File: src/rtl/ccd_tag_pkg.sv
package ccd_tag_pkg;

    typedef enum logic [2:0] {
        RGN_IMAGE   = 3'd0,
        RGN_DARK    = 3'd1,
        RGN_BUFFER  = 3'd2,
        RGN_TEST    = 3'd3,
        RGN_INVALID = 3'd4
    } region_e;

    typedef enum logic [2:0] {
        AX_INV  = 3'd0,
        AX_TEST = 3'd1,
        AX_DARK = 3'd2,
        AX_BUF  = 3'd3,
        AX_IMG  = 3'd4
    } axis_e;

endpackage

File: src/rtl/ccd_pos_counter.sv
module ccd_pos_counter #(
    parameter int COLS = 4145,
    parameter int ROWS = 4128,
    parameter int CW   = 13,
    parameter int RW   = 13
) (
    input  logic          clk,
    input  logic          rst_n,
    input  logic          pix_stb,
    input  logic          line_start,
    input  logic          frame_start,
    output logic [RW-1:0] pos_row,
    output logic [CW-1:0] pos_col,
    output logic          short_line
);

    typedef struct packed {
        logic [RW-1:0] row;
        logic [CW-1:0] col;
        logic          started;
        logic          short_err;
    } cnt_t;

    cnt_t cnt_d, cnt_q;
    cnt_t n;

    always_comb begin
        n = cnt_q;
        if (frame_start) begin
            n.row     = '0;
            n.col     = '0;
            n.started = 1'b0;
        end
        if (line_start) begin
            if (n.started) begin
                if (n.row != RW'(ROWS)) n.row = n.row + RW'(1);
                if (n.col != CW'(COLS)) n.short_err = 1'b1;
            end
            n.col     = '0;
            n.started = 1'b1;
        end
        pos_row = n.row;
        pos_col = n.col;
        if (pix_stb && (n.col != CW'(COLS))) n.col = n.col + CW'(1);
        cnt_d = n;
    end

    always_ff @(posedge clk) begin
        if (!rst_n) cnt_q <= '0;
        else        cnt_q <= cnt_d;
    end

    assign short_line = cnt_q.short_err;

endmodule

File: src/rtl/ccd_col_class.sv
module ccd_col_class
    import ccd_tag_pkg::*;
#(
    parameter int LEAD_INV = 11,
    parameter int TEST_W   = 1,
    parameter int GAP_INV  = 3,
    parameter int DARK_L   = 20,
    parameter int BUF_W    = 1,
    parameter int IMG_W    = 4096,
    parameter int DARK_R   = 9,
    parameter int NEAR_W   = 2,
    parameter int EDGE_W   = 2,
    parameter int CW       = 13
) (
    input  logic [CW-1:0] col,
    output axis_e         cls,
    output logic          near,
    output logic          edge_hit,
    output logic [CW-1:0] off
);

    localparam int S_TA  = LEAD_INV;
    localparam int S_GAP = S_TA + TEST_W;
    localparam int S_DL  = S_GAP + GAP_INV;
    localparam int S_BL  = S_DL + DARK_L;
    localparam int S_IMG = S_BL + BUF_W;
    localparam int S_BR  = S_IMG + IMG_W;
    localparam int S_DR  = S_BR + BUF_W;
    localparam int S_TB  = S_DR + DARK_R;
    localparam int S_TL  = S_TB + TEST_W;

    int c;

    always_comb begin
        c        = int'(col);
        cls      = AX_INV;
        near     = 1'b0;
        edge_hit = 1'b0;
        off      = '0;
        if (c < S_TA) begin
            cls = AX_INV;
        end else if (c < S_GAP) begin
            cls = AX_TEST;
        end else if (c < S_DL) begin
            cls = AX_INV;
        end else if (c < S_BL) begin
            cls  = AX_DARK;
            near = (c >= S_BL - NEAR_W);
        end else if (c < S_IMG) begin
            cls = AX_BUF;
        end else if (c < S_BR) begin
            cls      = AX_IMG;
            off      = CW'(c - S_IMG + 1);
            edge_hit = (c < S_IMG + EDGE_W) || (c >= S_BR - EDGE_W);
        end else if (c < S_DR) begin
            cls = AX_BUF;
        end else if (c < S_TB) begin
            cls  = AX_DARK;
            near = (c < S_DR + NEAR_W);
        end else if (c < S_TL) begin
            cls = AX_TEST;
        end
    end

endmodule

File: src/rtl/ccd_row_class.sv
module ccd_row_class
    import ccd_tag_pkg::*;
#(
    parameter int DARK_TOP = 20,
    parameter int BUF_H    = 1,
    parameter int IMG_H    = 4096,
    parameter int DARK_BOT = 10,
    parameter int NEAR_W   = 2,
    parameter int EDGE_W   = 2,
    parameter int RW       = 13
) (
    input  logic [RW-1:0] row,
    output axis_e         cls,
    output logic          near,
    output logic          edge_hit,
    output logic [RW-1:0] off
);

    localparam int S_BT  = DARK_TOP;
    localparam int S_IMG = S_BT + BUF_H;
    localparam int S_BB  = S_IMG + IMG_H;
    localparam int S_DB  = S_BB + BUF_H;
    localparam int S_END = S_DB + DARK_BOT;

    int r;

    always_comb begin
        r        = int'(row);
        cls      = AX_INV;
        near     = 1'b0;
        edge_hit = 1'b0;
        off      = '0;
        if (r < S_BT) begin
            cls  = AX_DARK;
            near = (r >= S_BT - NEAR_W);
        end else if (r < S_IMG) begin
            cls = AX_BUF;
        end else if (r < S_BB) begin
            cls      = AX_IMG;
            off      = RW'(r - S_IMG + 1);
            edge_hit = (r < S_IMG + EDGE_W) || (r >= S_BB - EDGE_W);
        end else if (r < S_DB) begin
            cls = AX_BUF;
        end else if (r < S_END) begin
            cls  = AX_DARK;
            near = (r < S_DB + NEAR_W);
        end
    end

endmodule

File: src/rtl/ccd_region_tagger.sv
module ccd_region_tagger
    import ccd_tag_pkg::*;
#(
    parameter int LEAD_INV = 11,
    parameter int TEST_W   = 1,
    parameter int GAP_INV  = 3,
    parameter int DARK_L   = 20,
    parameter int BUF_W    = 1,
    parameter int IMG_W    = 4096,
    parameter int DARK_R   = 9,
    parameter int TAIL_INV = 2,
    parameter int DARK_TOP = 20,
    parameter int BUF_H    = 1,
    parameter int IMG_H    = 4096,
    parameter int DARK_BOT = 10,
    parameter int NEAR_W   = 2,
    parameter int EDGE_W   = 2,
    localparam int COLS_TOTAL = LEAD_INV + TEST_W + GAP_INV + DARK_L + BUF_W + IMG_W
                              + BUF_W + DARK_R + TEST_W + TAIL_INV,
    localparam int ROWS_TOTAL = DARK_TOP + BUF_H + IMG_H + BUF_H + DARK_BOT,
    localparam int CW = $clog2(COLS_TOTAL + 1),
    localparam int RW = $clog2(ROWS_TOTAL + 1)
) (
    input  logic          clk,
    input  logic          rst_n,
    input  logic          pix_stb,
    input  logic          line_start,
    input  logic          frame_start,
    output logic          out_valid,
    output logic [RW-1:0] row_idx,
    output logic [CW-1:0] col_idx,
    output logic [2:0]    region,
    output logic          flag_image,
    output logic          flag_dark,
    output logic          flag_buffer,
    output logic          flag_test,
    output logic          flag_invalid,
    output logic          near_dark,
    output logic          defect_edge,
    output logic [CW-1:0] img_x,
    output logic [RW-1:0] img_y,
    output logic          short_line
);

    localparam int TEST_A_COL = LEAD_INV;
    localparam int TEST_B_COL = COLS_TOTAL - TAIL_INV - TEST_W;

    typedef struct packed {
        logic          valid;
        logic [RW-1:0] row;
        logic [CW-1:0] col;
        region_e       rgn;
        logic          near;
        logic          edge_hit;
        logic [CW-1:0] ix;
        logic [RW-1:0] iy;
    } tag_t;

    tag_t tag_d, tag_q;

    logic [RW-1:0] pos_row;
    logic [CW-1:0] pos_col;
    axis_e         c_cls, r_cls;
    logic          c_near, r_near, c_edge, r_edge;
    logic [CW-1:0] c_off;
    logic [RW-1:0] r_off;

    ccd_pos_counter #(
        .COLS (COLS_TOTAL),
        .ROWS (ROWS_TOTAL),
        .CW   (CW),
        .RW   (RW)
    ) u_cnt (
        .clk         (clk),
        .rst_n       (rst_n),
        .pix_stb     (pix_stb),
        .line_start  (line_start),
        .frame_start (frame_start),
        .pos_row     (pos_row),
        .pos_col     (pos_col),
        .short_line  (short_line)
    );

    ccd_col_class #(
        .LEAD_INV (LEAD_INV),
        .TEST_W   (TEST_W),
        .GAP_INV  (GAP_INV),
        .DARK_L   (DARK_L),
        .BUF_W    (BUF_W),
        .IMG_W    (IMG_W),
        .DARK_R   (DARK_R),
        .NEAR_W   (NEAR_W),
        .EDGE_W   (EDGE_W),
        .CW       (CW)
    ) u_col (
        .col      (pos_col),
        .cls      (c_cls),
        .near     (c_near),
        .edge_hit (c_edge),
        .off      (c_off)
    );

    ccd_row_class #(
        .DARK_TOP (DARK_TOP),
        .BUF_H    (BUF_H),
        .IMG_H    (IMG_H),
        .DARK_BOT (DARK_BOT),
        .NEAR_W   (NEAR_W),
        .EDGE_W   (EDGE_W),
        .RW       (RW)
    ) u_row (
        .row      (pos_row),
        .cls      (r_cls),
        .near     (r_near),
        .edge_hit (r_edge),
        .off      (r_off)
    );

    always_comb begin
        tag_d       = tag_q;
        tag_d.valid = pix_stb;
        if (pix_stb) begin
            tag_d.row = pos_row;
            tag_d.col = pos_col;
            if (c_cls == AX_INV || r_cls == AX_INV)       tag_d.rgn = RGN_INVALID;
            else if (c_cls == AX_TEST)                     tag_d.rgn = RGN_TEST;
            else if (c_cls == AX_DARK || r_cls == AX_DARK) tag_d.rgn = RGN_DARK;
            else if (c_cls == AX_BUF || r_cls == AX_BUF)   tag_d.rgn = RGN_BUFFER;
            else                                           tag_d.rgn = RGN_IMAGE;
            tag_d.near     = (tag_d.rgn == RGN_DARK) && (c_near || r_near);
            tag_d.edge_hit = (tag_d.rgn == RGN_IMAGE) && (c_edge || r_edge);
            tag_d.ix       = (tag_d.rgn == RGN_IMAGE) ? c_off : '0;
            tag_d.iy       = (tag_d.rgn == RGN_IMAGE) ? r_off : '0;
        end
    end

    always_ff @(posedge clk) begin
        if (!rst_n) tag_q <= '0;
        else        tag_q <= tag_d;
    end

    assign out_valid    = tag_q.valid;
    assign row_idx      = tag_q.row;
    assign col_idx      = tag_q.col;
    assign region       = tag_q.rgn;
    assign flag_image   = tag_q.valid && (tag_q.rgn == RGN_IMAGE);
    assign flag_dark    = tag_q.valid && (tag_q.rgn == RGN_DARK);
    assign flag_buffer  = tag_q.valid && (tag_q.rgn == RGN_BUFFER);
    assign flag_test    = tag_q.valid && (tag_q.rgn == RGN_TEST);
    assign flag_invalid = tag_q.valid && (tag_q.rgn == RGN_INVALID);
    assign near_dark    = tag_q.valid && tag_q.near;
    assign defect_edge  = tag_q.valid && tag_q.edge_hit;
    assign img_x        = tag_q.ix;
    assign img_y        = tag_q.iy;

endmodule

File: config.mk
export PLATFORM = sky130hd
export DESIGN_NAME = ccd_region_tagger
export DESIGN_NICKNAME = d
export VERILOG_FILES = /design/src/rtl/ccd_tag_pkg.sv /design/src/rtl/ccd_pos_counter.sv /design/src/rtl/ccd_col_class.sv /design/src/rtl/ccd_row_class.sv /design/src/rtl/ccd_region_tagger.sv
export SDC_FILE = /design/constraint.sdc
export NUM_CORES = 1
export LEC_CHECK = 0
export BUFFER_PORTS_ARGS = -buffer_cell sky130_fd_sc_hd__buf_2
export CAP_MARGIN = 10
export CORE_AREA = 8 8 76 144
export CTS_CLUSTER_SIZE = 10
export DETAILED_ROUTE_END_ITERATION = 10
export DIE_AREA = 0 0 84 152
export GPL_TIMING_DRIVEN = 0
export MAX_ROUTING_LAYER = met4
export PLACE_DENSITY = 0.78
export SLEW_MARGIN = 30
export SYNTH_ARGS = -nofsm -noshare
export SYNTH_HDL_FRONTEND = slang
export SYNTH_SLANG_ARGS = --single-unit
File: constraint.sdc
create_clock -name clk -period 3.8 [get_ports clk]
set_clock_uncertainty 0.2 [all_clocks]
set_input_delay 0 -clock clk [delete_from_list [all_inputs] [get_ports clk]]
set_output_delay 0 -clock clk [all_outputs]
set_load 0.1 [all_outputs]
== Word-level counts from Yosys, hierarchy flattened ==
Cells that the tools add are included.

* Flip-flop bits (word level): 86
* Input bits: 5

* $add $sub $neg: 6
* Order comparisons: 22
* Equality and inequality tests: 13
* Muxes and demuxes: 59
* Reduce and logical (&&, ||, !) cells: 22

{| class="wikitable"
|+ Operators with widths
! cell !! number
|-
| $mux W13 || 14
|-
| $lt A13 B13 Y1 const B || 9
|-
| $mux W3 || 14
|-
| $lt A13 B4 Y1 const B || 3
|-
| $lt A13 B5 Y1 const B || 3
|-
| $lt A13 B6 Y1 const B || 3
|-
| $ne A13 B13 Y1 const B || 3
|-
| $mux W28 || 1
|-
| $mux W27 || 1
|-
| $add A13 B1 Y13 const B || 2
|-
| $add A13 B2 Y13 const B || 2
|-
| $ge A13 B13 Y1 const B || 2
|-
| $mux W1 || 25
|-
| $eq A3 B2 Y1 const B || 6
|-
| $ge A13 B5 Y1 const B || 1
|-
| $ge A13 B6 Y1 const B || 1
|-
| $sub A13 B5 Y13 const B || 1
|-
| $sub A13 B6 Y13 const B || 1
|-
| $logic_not A3 Y1 || 4
|-
| $logic_and A1 B1 Y1 || 10
|-
| $eq A3 B1 Y1 const B || 3
|-
| $mux W2 || 4
|-
| $logic_or A1 B1 Y1 || 7
|-
| $eq A3 B3 Y1 const B || 1
|-
| $reduce_and A3 Y1 || 1
|}

== Longest topological paths before layout ==
Gate-level depths: netlist of run 1.

* Depth after elaboration: 24
* Depth in mapped cells: 18
* Gate-level depth less buffers: 16

== Modules after synthesis ==
Synthesis of run 1 repeated with hierarchy kept, for this count alone.

* Cell total of the unflattened synthesis: 660
* Area, all modules: 5696.7 um^2

{| class="wikitable"
|+ By module, submodules not included
! module !! times used !! cells each !! area each (um^2) !! sequential area each (um^2)
|-
| ccd_region_tagger || 1 || 312 || 3039.2 || 1161.1
|-
| ccd_pos_counter || 1 || 209 || 1745.4 || 560.5
|-
| ccd_col_class || 1 || 78 || 506.7 || 0.0
|-
| ccd_row_class || 1 || 61 || 405.4 || 0.0
|}

== Worst setup path before layout of run 1 ==
OpenSTA, ideal clock, no wires.

* Kind: reg2out
* From: register tag_q (netlist bit out_valid)
* To: output port flag_image
* Arrival: 4.160 ns
* Path slack: -0.560 ns
* Stages on the path, launching flop included: 2
* Buffers on the path: 0
* Path through: dfxtp_1 nor4b_1

* Cells in the longest elaborated chain, start to end: 1

{| class="wikitable"
|+ Ends and longest elaborated chain
! element !! RTL line !! text
|-
| from (decl) || ccd_region_tagger.sv:59 || <nowiki>tag_t tag_d, tag_q;</nowiki>
|-
| from (signal assigned) || ccd_region_tagger.sv:139 || <nowiki>else tag_q <= tag_d;</nowiki>
|-
| $logic_and A1 B1 Y1 || ccd_region_tagger.sv:146 || <nowiki>assign flag_image = tag_q.valid && (tag_q.rgn == RGN_IMAGE);</nowiki>
|-
| to (decl) || ccd_region_tagger.sv:33 || <nowiki>output logic flag_image,</nowiki>
|}

No other way between the ends.

== Final worst setup path of run 1 ==
* From: register u_cnt.cnt_q[18] (netlist bit)
* To: register tag_q (netlist bit region[1])

* Cells in the longest elaborated chain, start to end: 18

{| class="wikitable"
|+ Ends and longest elaborated chain
! element !! RTL line !! text
|-
| from (decl) || ccd_pos_counter.sv:24 || <nowiki>cnt_t cnt_d, cnt_q;</nowiki>
|-
| from (signal assigned) || ccd_pos_counter.sv:50 || <nowiki>else cnt_q <= cnt_d;</nowiki>
|-
| $mux W27 * || ccd_pos_counter.sv:29 || <nowiki>if (frame_start) begin</nowiki>
|-
| $add A13 B1 Y13 or $ne A13 B13 Y1 (tied branches) || ccd_pos_counter.sv:36 || <nowiki>if (n.row != RW'(ROWS)) n.row = n.row + RW'(1);</nowiki>
|-
| $mux W13 || ccd_pos_counter.sv:36 ||
|-
| $mux W13 || ccd_pos_counter.sv:35 || <nowiki>if (n.started) begin</nowiki>
|-
| $mux W28 * || ccd_pos_counter.sv:34 || <nowiki>if (line_start) begin</nowiki>
|-
| $lt A13 B13 Y1 || ccd_row_class.sv:44 || <nowiki>end else if (r < S_END) begin</nowiki>
|-
| $mux W2 || ccd_row_class.sv:44 ||
|-
| $mux W3 || ccd_row_class.sv:42 || <nowiki>end else if (r < S_DB) begin</nowiki>
|-
| [2 not listed] || n/a ||
|-
| $mux W3 * || ccd_row_class.sv:33 || <nowiki>if (r < S_BT) begin</nowiki>
|-
| $eq A3 B2 Y1 || ccd_region_tagger.sv:128 || <nowiki>else if (c_cls == AX_BUF || r_cls == AX_BUF) tag_d.rgn = RGN_BUFFER;</nowiki>
|-
| $logic_or A1 B1 Y1 || ccd_region_tagger.sv:128 ||
|-
| $mux W2 || ccd_region_tagger.sv:128 ||
|-
| $mux W2 || ccd_region_tagger.sv:127 || <nowiki>else if (c_cls == AX_DARK || r_cls == AX_DARK) tag_d.rgn = RGN_DARK;</nowiki>
|-
| $mux W2 || ccd_region_tagger.sv:126 || <nowiki>else if (c_cls == AX_TEST) tag_d.rgn = RGN_TEST;</nowiki>
|-
| $mux W3 * || ccd_region_tagger.sv:125 || <nowiki>if (c_cls == AX_INV || r_cls == AX_INV) tag_d.rgn = RGN_INVALID;</nowiki>
|-
| $mux W3 * || ccd_region_tagger.sv:122 || <nowiki>if (pix_stb) begin</nowiki>
|}

Mark *: on every way between the ends. The rest lies on a longest branch, timed or not. The select of a mux whose other input is x is not followed.
A chain may end at the register's enable or synchronous reset.

==> run summary, run 1 <==
R2R depth - 9
final instance area - 5920 sq um
Tot GR Track Use - 25.4%
Tcrit/Tclk final - 92.2%
Placer Congestion - 0.964
CTS root buffer - clkbuf_16
crit-path max FO - 10
vias in the first global route - 4,866
final net count - 718
min Tclk post-route - 3.50 ns
top-area cell type share of the netlist area - 33.7%
Port Buf Inserts - 67
drt total wl - 16.0 mm
routed len/inst - 19.7 um
# Post-CTS Setup Buffers - 0
Final setup viols - 0
first drt pass iteration count - 5
H-tree Lvls - 3
vias per std cell - 5.93
FILL cells - 787
Post-Syn Area - 5100 sq um
largest net degree at the start of global routing - 17
commonest non-fill, non-tap cell in the layout - dfxtp_1
synthesized area per cell - 8.13 sq um
Worst Setup Slack, final - 0.298 ns
Req. time, crit path - 3.83 ns
Synth Register Bits - 86
FF/Latch Area - 1720 sq um
status - completed
dpl ws - 0.246 ns
worst slew pin tran - 0.923 ns
row cnt - 49
first-pass GRT wire length - 25.1 mm
via count - 4,829
core area - 9010 sq um
synth warn - 0
Rel. slew slack - 37.6%
Hold Crit Depth - 3
placed insts - 797
Cell Pwr Density - 334 nW/um^2
clk sink count - 86
area of the multi-input gates - 2770 sq um
predominant post-synthesis flop cell - dfxtp_1
worst skew pair latency - 0.34 ns
placement-stage cell area - 5590 sq um
P_leak - 2.59 nW
Die Wd - 84 um
layout cells sized above 1 - 24.0%
Initial Util - 56.6%
Post-Layout Cell Count - 815
TritonCTS clock tree - done
Clock Tree Buf Depth - 2
CP startpoint kind - flop
EDFF count, synth - 0
Most Frequent Cell on Critical Path - o21ai_0
I/O pins - 69
final hold slack - 0.0532 ns
Synth cell types - 70
critical setup path kind - flop to flop
area leader, netlist - dfxtp_1
Max VDD drop - 0.000288 V
total of max-cap violations - 0
Final Hold Fails - 0
Worst-path clk slew - 0.07 ns
DRC - 0
Final Max Tran Viols - 0
GRT overflow - 0
Area Overhead vs Synth - 16.0%
CP Capture Type - flop
drt first-iter violations - 285
cell breakdown of the critical path - clkbuf_1 -> nor2_1 -> a21boi_0 -> o21ai_0 -> nand2_1 -> nor4bb_1 -> o31ai_1 -> a21oi_1 -> o21ai_0
HPWL Detailed - 12.7 mm
initial antenna violation count - 0
Synth Net Count - 638
Final ANT Viol Nets - 0
cts bufs inserted - 9
sequential area share after synthesis - 33.7%
RSZ-0062 raised after global routing - false
hold crit path type - primary input to flop
FFs w/ async S/R, synth - 0%
die area - 12,800 sq um
most frequent cells in the layout - 86 x dfxtp_1, 77 x buf_2, 77 x nand2_1
Gate Count Post-Synth - 628
final antenna diode count - 0
critical path arrival - 3.53 ns
fmax - 0.286 GHz
top cells by area, synth - dfxtp_1 34%, buf_4 8.1%, nand2_1 5.7%
die height - 152 um
Crit-path slowest cell - nor4bb_1
slowest stage delay, CP - 0.84 ns
setup TNS - 0 ns
Tot Pwr - 1.97 mW
Final Util - 65.7%
## kinds of logic (layout without fill, tap and decap cells)
kind of cell / count (synthesis) / count (layout) / share of synthesized area, %
AO/OA/AOI/OAI: 118 / 118 / 16.0
XOR/XNOR: 40 / 40 / 7.23
buffers and inverters: 106 / 191 / 12.4
AND/OR/NAND/NOR: 265 / 265 / 27.9
adder cells (fa/ha/maj): 5 / 5 / 1.23
multiplexers: 8 / 8 / 1.57
flip-flops: 86 / 86 / 33.7
## Yosys cell counts, types with 4 or more instances
library cell / number
nor3_1: 15
o21ai_1: 21
nor2b_1: 20
o21a_1: 6
o21ai_0: 24
buf_2: 10
dfxtp_1: 86
xor2_1: 15
a211oi_1: 4
nand2b_1: 5
inv_1: 12
a21boi_0: 5
clkbuf_1: 24
nand4_1: 10
xnor2_1: 24
ha_1: 5
mux2i_1: 8
or3_1: 6
and2_1: 23
nor2_1: 49
buf_4: 55
nand3_1: 14
and3_1: 8
a21oi_1: 19
nor4b_1: 5
a22o_1: 11
nand2_1: 77
## registers in the layout (all words and copies together) (netlist names)
| name | cells |
|---|---|
| col_idx | 13 |
| row_idx | 13 |
| img_y | 13 |
| tag_q | 2 |
| out_valid | 1 |
| u_cnt.short_line | 1 |
| img_x | 13 |
| u_cnt.cnt_q | 27 |
| region | 3 |
## final timing paths
path                                      start          to  slack, ns
worst min-delay path                      rst_n  col_idx[1]       0.05
worst max-delay path            u_cnt.cnt_q[18]   region[1]       0.30
worst min register to register         img_y[0]    img_y[0]       0.25
worst max register to register  u_cnt.cnt_q[18]   region[1]       0.30
## report_power, final
| part | internal [mW] | switching [mW] |
|---|---|---|
| logic | 0.0302 | 0.0939 |
| clock network | 0.538 | 0.399 |
| registers | 0.906 | 0.00672 |
| total | 1.47 | 0.500 |
## per-layer routing
layer / global-route usage (%) / up-vias / wire, um
met2: 47.7 / 171 / 9110
met1: 21.0 / 2312 / 5120
met4: 20.4 / 0 / 1180
li1: - / 2264 / -
met3: 3.85 / 82 / 629
met5: - / - / 0
## layout make-up
cell class | count | share of cell area [%]
clock inverter | 6 | 1.27
sequential | 86 | 29.1
clock buffer | 10 | 4.04
inverter | 12 | 0.761
buffer | 94 | 9.91
multi-input combinational | 436 | 46.8
timing repair buffer | 69 | 6.00
tap | 102 | 2.16
## critical path, delay by kind of cell, from the launching register on
kind	cells	cell delay (ns)
buffers and inverters	1	0.22
AO/OA/AOI/OAI	5	1.19
AND/OR/NAND/NOR	3	1.44
flip-flops	1	0.33
## what timing repair did
item / CTS / global route
resized for setup: 0 / 0
hold buffers: 2 / 0
hold endpoints to repair: 5 / 0
Note: power is estimated with default switching activity, not from simulation.
==> run 2: changes to the inputs <==
--- a/config.mk
+++ b/config.mk
@@ -14,6 +14,7 @@
 export GPL_TIMING_DRIVEN = 0
 export MAX_ROUTING_LAYER = met4
 export PLACE_DENSITY = 0.78
+export REMOVE_ABC_BUFFERS = 1
 export SLEW_MARGIN = 30
 export SYNTH_ARGS = -nofsm -noshare
 export SYNTH_HDL_FRONTEND = slang
==> run summary, run 2 (synthesis results as in run 1) <==
Final ANT Viol Nets - 0 (unchanged)
Hold Crit Depth - 2 (-1)
most frequent cells in the layout - 86 x dfxtp_1, 77 x nand2_1, 68 x buf_2
max reg flops - 27 (unchanged)
crit-path max FO - 6 (-4)
FF/Latch Area - 1720 sq um (unchanged)
Rel. slew slack - 41.0% (+3.4 points)
Cell Pwr Density - 356 nW/um^2 (+6.7%)
core area - 9010 sq um (unchanged)
Die Wd - 84 um (unchanged)
row cnt - 49 (unchanged)
R2R depth - 15 (+6)
# Post-CTS Setup Buffers - 0 (unchanged)
drt first-iter violations - 290 (+1.8%)
clk sink count - 86 (unchanged)
RSZ-0062 raised after global routing - false
Tot GR Track Use - 20.5% (-4.9 points)
final antenna diode count - 0 (unchanged)
CP top delay family - simple AND/OR/NAND/NOR gates
total of max-cap violations - 0 (unchanged)
dpl ws - -0.214 ns (-0.460 ns)
TritonCTS clock tree - done
critical setup path kind - flop to flop
Port Buf Inserts - 68 (+1.5%)
Final Hold Fails - 0 (unchanged)
Placer Congestion - 0.968 (+0.43%)
layout cells sized above 1 - 17.0% (-6.9 points)
via count - 4,218 (-13%)
vias in the first global route - 4,185 (-14%)
die height - 152 um (unchanged)
CP Buf/Inv Count - 1 (unchanged)
Initial Util - 56.6% (unchanged)
Area Overhead vs Synth - 5.15%
critical path arrival - 3.52 ns (about the same)
cts bufs inserted - 9 (unchanged)
GRT overflow - 0 (unchanged)
vias per std cell - 5.83 (-1.7%)
FILL cells - 812 (+3.2%)
drt total wl - 12.8 mm (-20%)
area of the multi-input gates - 2770 sq um (+0.18%)
worst skew pair latency - 0.34 ns (about the same)
I/O pins - 69 (unchanged)
Worst Setup Slack, final - 0.322 ns (+0.0243 ns)
WP depth - 15 (+6)
Tcrit/Tclk final - 91.5% (-0.64 points)
CP startpoint kind - flop
Final Max Tran Viols - 0 (unchanged)
slowest stage delay, CP - 0.44 ns (-0.40 ns)
Top reg by flops - u_cnt.cnt_q
placement-stage cell area - 5020 sq um (-10%)
Crit-path slowest cell - dfxtp_1
CTS root buffer - clkbuf_16
Clock Tree Buf Depth - 2 (unchanged)
final net count - 627 (-13%)
min Tclk post-route - 3.48 ns (-0.0243 ns)
hold crit path type - primary input to flop
H-tree Lvls - 3 (unchanged)
first drt pass iteration count - 4 (-1)
first-pass GRT wire length - 20.9 mm (-17%)
initial antenna violation count - 0 (unchanged)
die area - 12,800 sq um (unchanged)
HPWL Detailed - 9.65 mm (-24%)
DRC - 0 (unchanged)
largest net degree at the start of global routing - 41 (+24)
Max VDD drop - 0.000248 V (-14%)
commonest non-fill, non-tap cell in the layout - dfxtp_1
worst slew pin tran - 0.883 ns (-0.0399 ns)
P_leak - 2.23 nW (-14%)
routed len/inst - 17.7 um (-10%)
Worst-path clk slew - 0.06 ns (about the same)
cell breakdown of the critical path - nand2_1 -> ha_1 -> and3b_1 -> nand4_1 -> nand2_1 -> nor2_1 -> a21oi_1 -> nor2_1 -> inv_1 -> ha_1 -> or3_1 -> nor2b_1 -> nand4_1 -> a21oi_1 -> o31ai_1
CP Capture Type - flop
status - completed
fmax - 0.288 GHz (+0.70%)
Req. time, crit path - 3.85 ns (+0.02 ns)
final instance area - 5370 sq um (-9.3%)
Final setup viols - 0 (unchanged)
run 2: cell count changes in the layout (fill, tap and decap cells not counted), sizes merged:
cell	before	now
buf	137	69
clkbuf	34	10
clkinv	1	4
dlygate4sd3	2	3
inv	15	12
run 2: repair_timing:
| item | 4_1_cts | 5_1_grt |
|---|---|---|
| hold buffers | 3 | 0 |
| setup endpoints to repair | 0 | 26 |
| resized for setup | 0 | 2 |
| endpoints found under the hold margin | 3 | 0 |
run 2: worst register-to-register path, cell delays in order (launching register included):
cell,delay [ns]
dfxtp_1,0.44
nand2_1,0.16
ha_1,0.25
and3b_1,0.18
nand4_1,0.22
nand2_1,0.12
nor2_1,0.11
a21oi_1,0.05
nor2_1,0.20
inv_1,0.11
ha_1,0.24
or3_1,0.43
nor2b_1,0.22
nand4_1,0.13
a21oi_1,0.08
o31ai_1,0.25
run 2: final timing paths:
kind | slack (ns) | end | from
min | 0.03 | u_cnt.cnt_q[13] | rst_n
max | 0.32 | img_y[8] | u_cnt.cnt_q[15]
max reg2reg | 0.32 | img_y[8] | u_cnt.cnt_q[15]
min reg2reg | 0.24 | img_x[11] | img_x[11]
run 2: per-stage QoR:
stage                     std cells  hold slack [ns]  util [%]  power, mW  TNS (ns)
after floorplan                 534          -0.0825         -       1.00     -1.39
after global placement          704            0.133      55.3       1.04    -0.247
after detailed placement        705            0.186      55.7       1.04    -0.951
after CTS                       724           0.0193      59.4       1.92         0
after global routing            724           0.0540      59.5       1.97         0
final                           724           0.0307      59.5       1.91         0
run 2: final cells by class:
class,instances,area share (%)
tap,102,2.38
inverter,12,0.839
clock inverter,6,1.14
timing repair buffer,72,7.41
clock buffer,10,4.45
multi-input combinational,436,51.7
sequential,86,32.1
run 2: where the power goes:
part	switching, mW	total, mW	internal (mW)
Combinational	0.0843	0.111	0.0265
Sequential	0.00782	0.915	0.907
Clock	0.359	0.884	0.525
run 2: layer usage:
layer  vias up  track usage, %  routed length (um)
met4         0            10.5                 526
li1       2075               -                   -
met3        32            4.23                 415
met1      2012            18.1                4630
met5         -               -                   0
met2        99            38.9                7230
==> run 3: changes to the inputs <==
--- a/config.mk
+++ b/config.mk
@@ -5,12 +5,13 @@
 export SDC_FILE = /design/constraint.sdc
 export NUM_CORES = 1
 export LEC_CHECK = 0
+export ABC_AREA = 1
 export BUFFER_PORTS_ARGS = -buffer_cell sky130_fd_sc_hd__buf_2
 export CAP_MARGIN = 10
-export CORE_AREA = 8 8 76 144
+export CORE_AREA = 8 8 76 145
 export CTS_CLUSTER_SIZE = 10
 export DETAILED_ROUTE_END_ITERATION = 10
-export DIE_AREA = 0 0 84 152
+export DIE_AREA = 0 0 84 153
 export GPL_TIMING_DRIVEN = 0
 export MAX_ROUTING_LAYER = met4
 export PLACE_DENSITY = 0.78
==> run summary, run 3 <==
drt first-iter violations - 349 (+20%)
Initial Util - 55.8% (-0.79 points)
Final Util - 59.0% (-0.57 points)
Die Wd - 84 um (unchanged)
Post-Synth XOR/XNOR Area - 1.36% (-5.9 points)
fmax - 0.294 GHz (+2.4%)
via count - 4,778 (+13%)
routed len/inst - 14.4 um (-18%)
FILL cells - 924 (+14%)
FFs w/ async S/R, synth - 0% (unchanged)
# Post-CTS Setup Buffers - 0 (unchanged)
total of max-cap violations - 0 (unchanged)
combinational family with the most area after synthesis - simple AND/OR/NAND/NOR gates
row cnt - 50 (+2.0%)
Synth Area in Simple Gates - 37.2% (+9.4 points)
M3 GR Usage - 4.36% (+0.13 points)
met1 Use GR - 23.2% (+5.0 points)
Hold Crit Depth - 3 (+1)
first drt pass iteration count - 5 (+1)
Top reg by flops - u_cnt.cnt_q
HPWL Detailed - 9.27 mm (-4.0%)
top cells by area, synth - dfxtp_1 34%, nand2_1 15%, buf_4 8.0%
multiplexer share of the synthesized area - 0% (-1.6 points)
Cell Pwr Density - 350 nW/um^2 (-1.6%)
FF/Latch Area - 1720 sq um (unchanged)
area of the multi-input gates - 2590 sq um (-6.6%)
area leader, netlist - dfxtp_1
CP startpoint kind - flop
worst skew pair latency - 0.34 ns (about the same)
first-pass GRT wire length - 21.3 mm (+1.9%)
worst hold endpoint - img_x[10]
critical setup path kind - flop to flop
top-count cell post-synth - nand2_1
Final setup viols - 0 (unchanged)
vias per std cell - 5.40 (-7.3%)
I/O pins - 69 (unchanged)
grt met2 use - 33.5% (-5.4 points)
Final Max Tran Viols - 0 (unchanged)
Tot GR Track Use - 20.1% (-0.42 points)
Synth Register Bits - 86 (unchanged)
Final Hold Fails - 0 (unchanged)
GRT overflow - 0 (unchanged)
RSZ-0062 raised after global routing - false
synthesized area per cell - 6.67 sq um (-18%)
Int Power - 1.45 mW (-0.42%)
GRT busiest layer - met2
Gate power share - 6.3% (+0.5 points)
min Tclk post-route - 3.40 ns (-0.0823 ns)
Tcrit/Tclk final - 89.4% (-2.2 points)
CTS root buffer - clkbuf_16
top-area cell type share of the netlist area - 33.5% (-0.21 points)
Req. time, crit path - 3.89 ns (+0.04 ns)
final net count - 787 (+26%)
sequential area share after synthesis - 33.5% (-0.21 points)
die area - 12,900 sq um (+0.66%)
Compound-Gate Fraction of Synth Area - 10.5% (-5.5 points)
H-tree Lvls - 3 (unchanged)
Clock power frac - 45.7% (-0.6 points)
CP Capture Type - flop
P_leak - 2.78 nW (+25%)
DRC - 0 (unchanged)
Worst-path clk slew - 0.06 ns (about the same)
EDFF count, synth - 0 (unchanged)
reg2reg end - img_x[5]
most frequent cells in the layout - 203 x nand2_1, 86 x dfxtp_1, 80 x nor2_1
initial antenna violation count - 0 (unchanged)
final hold slack - 0.0503 ns (+0.0196 ns)
Max VDD drop - 0.000335 V (+35%)
commonest non-fill, non-tap cell in the layout - nand2_1
TritonCTS clock tree - done
Post-Syn Area - 5130 sq um (+0.61%)
Port Buf Inserts - 68 (unchanged)
Adder-Cell Fraction of Synth Area - 1.22% (-0.0075 points)
Synth cell types - 42 (-40%)
crit-path max FO - 27 (+21)
Gate Count Post-Synth - 770 (+23%)
slack of the worst reg-to-reg path - 0.40 ns (+0.08 ns)
top cell types by occurrence after synthesis - 204 x nand2_1, 86 x dfxtp_1, 81 x nor2_1
Rel. slew slack - 53.0% (+12 points)
vias in the first global route - 4,582 (+9.5%)
worst slew pin tran - 0.704 ns (-0.180 ns)
Worst Setup Slack, final - 0.404 ns (+0.0823 ns)
Placer Congestion - 0.924 (-4.6%)
NetSw - 0.446 mW (-1.1%)
Area Overhead vs Synth - 5.63%
Tot Pwr - 1.90 mW (-0.58%)
die height - 153 um (+0.66%)
switching share of total power - 23.5% (-0.13 points)
min-delay src - pix_stb
Clock Tree Buf Depth - 2 (unchanged)
Final ANT Viol Nets - 0 (unchanged)
clk sink count - 86 (unchanged)
setup TNS - 0 ns (unchanged)
final antenna diode count - 0 (unchanged)
layout cells sized above 1 - 16.5% (-0.52 points)
largest net degree at the start of global routing - 37 (-9.8%)
hold crit path type - primary input to flop
drt total wl - 12.8 mm (-0.13%)
Reg-to-Reg Start - u_cnt.cnt_q[15]
Seq pwr share - 48.0% (about the same)
cts bufs inserted - 9 (unchanged)
status - completed
core area - 9200 sq um (+2.0%)
R2R depth - 21 (+6)
max reg flops - 27 (unchanged)
critical path arrival - 3.48 ns (-0.04 ns)
synth warn - 0 (unchanged)
predominant post-synthesis flop cell - dfxtp_1
dpl ws - 0.365 ns (+0.579 ns)
[run 3: cell types whose count changed after synthesis, moves of 10 or more]
cell      before  now
buf_2         10    0
nor2b_1       20    0
xnor2_1       24    2
and2_1        23    0
inv_1         12   70
nor2_2         0   10
nor2_1        49   81
o21ai_1       21    6
o21ai_0       24   49
nand3_1       14   59
a22o_1        11    0
nand2_1       77  204
clkbuf_1      24   14
a21oi_1       19   29
[run 3: critical path, cell delays in order, from the launching register on]
cell and delay (ns):
dfxtp_1 0.44, nand2_1 0.11, ha_1 0.25, inv_1 0.06, nor2_1 0.03, nand2_1 0.07
nor2_1 0.06, nand2_2 0.16, nand3_2 0.14, nor2_1 0.13, nand2_1 0.08, nand2_1 0.06
nand2_1 0.15, nand2_1 0.21, nor2_1 0.08, nand3b_1 0.10, nand2_1 0.11, nor2_2 0.13
nand3_2 0.14, nor2_8 0.38, nand3_1 0.14, nand2_1 0.10
[run 3: logic make-up after synthesis]
family                     count (synthesis)
DFF                                       86
and+or+nand+nor                          416
adders and majority gates                  5
AOI/OAI and AO/OA                        100
xor gates and xnor gates                   8
buffers and inverters                    155
[run 3: how the worst max path moves through the flow]
| stage | from | to |
|---|---|---|
| after global placement | rst_n | tag_q[27] |
| final | u_cnt.cnt_q[15] | img_x[5] |
| after detailed placement | frame_start | img_y[6] |
| after global routing | u_cnt.cnt_q[15] | img_y[7] |
| after floorplan | out_valid | flag_buffer |
| after CTS | u_cnt.cnt_q[15] | img_x[5] |
[run 3: power by group through the flow]
stage          registers (mW)  logic, mW  clock network [mW]
2_1_floorplan           0.949     0.0578                   0
3_3_place_gp            0.931      0.113                   0
3_5_place_dp            0.931      0.118                   0
4_1_cts                 0.911      0.119               0.885
5_1_grt                 0.911      0.129               0.919
6_report                0.911      0.119               0.868
[run 3: final cells by class]
cell class	instances	area share (%)
clock inverters	4	0.877
well taps	104	2.40
clock buffers	11	4.48
multi-input cells	529	47.8
repair buffers	71	7.15
flip-flops and latches	86	31.7
inverters	80	5.58
[run 3: through the flow]
stage | instances | instance area [sq um]
after floorplan | 695 | 4610
after CTS | 885 | 5420
after global routing | 885 | 5420
after detailed placement | 868 | 5110
final | 885 | 5420
after global placement | 867 | 5080
[run 3: routing by layer]
layer  routed length, um  vias up  part of all wire, %
met3                 688       26                  5.4
met5                   0        -                    0
li1                    -     2437                    -
met2                6290      151                   49
met1                5550     2164                   43
met4                 259        0                  2.0
[run 3: repair_timing]
item,in CTS,in global routing
endpoints found under the hold margin,17,0
hold buffers,2,0
gates resized for setup,0,0
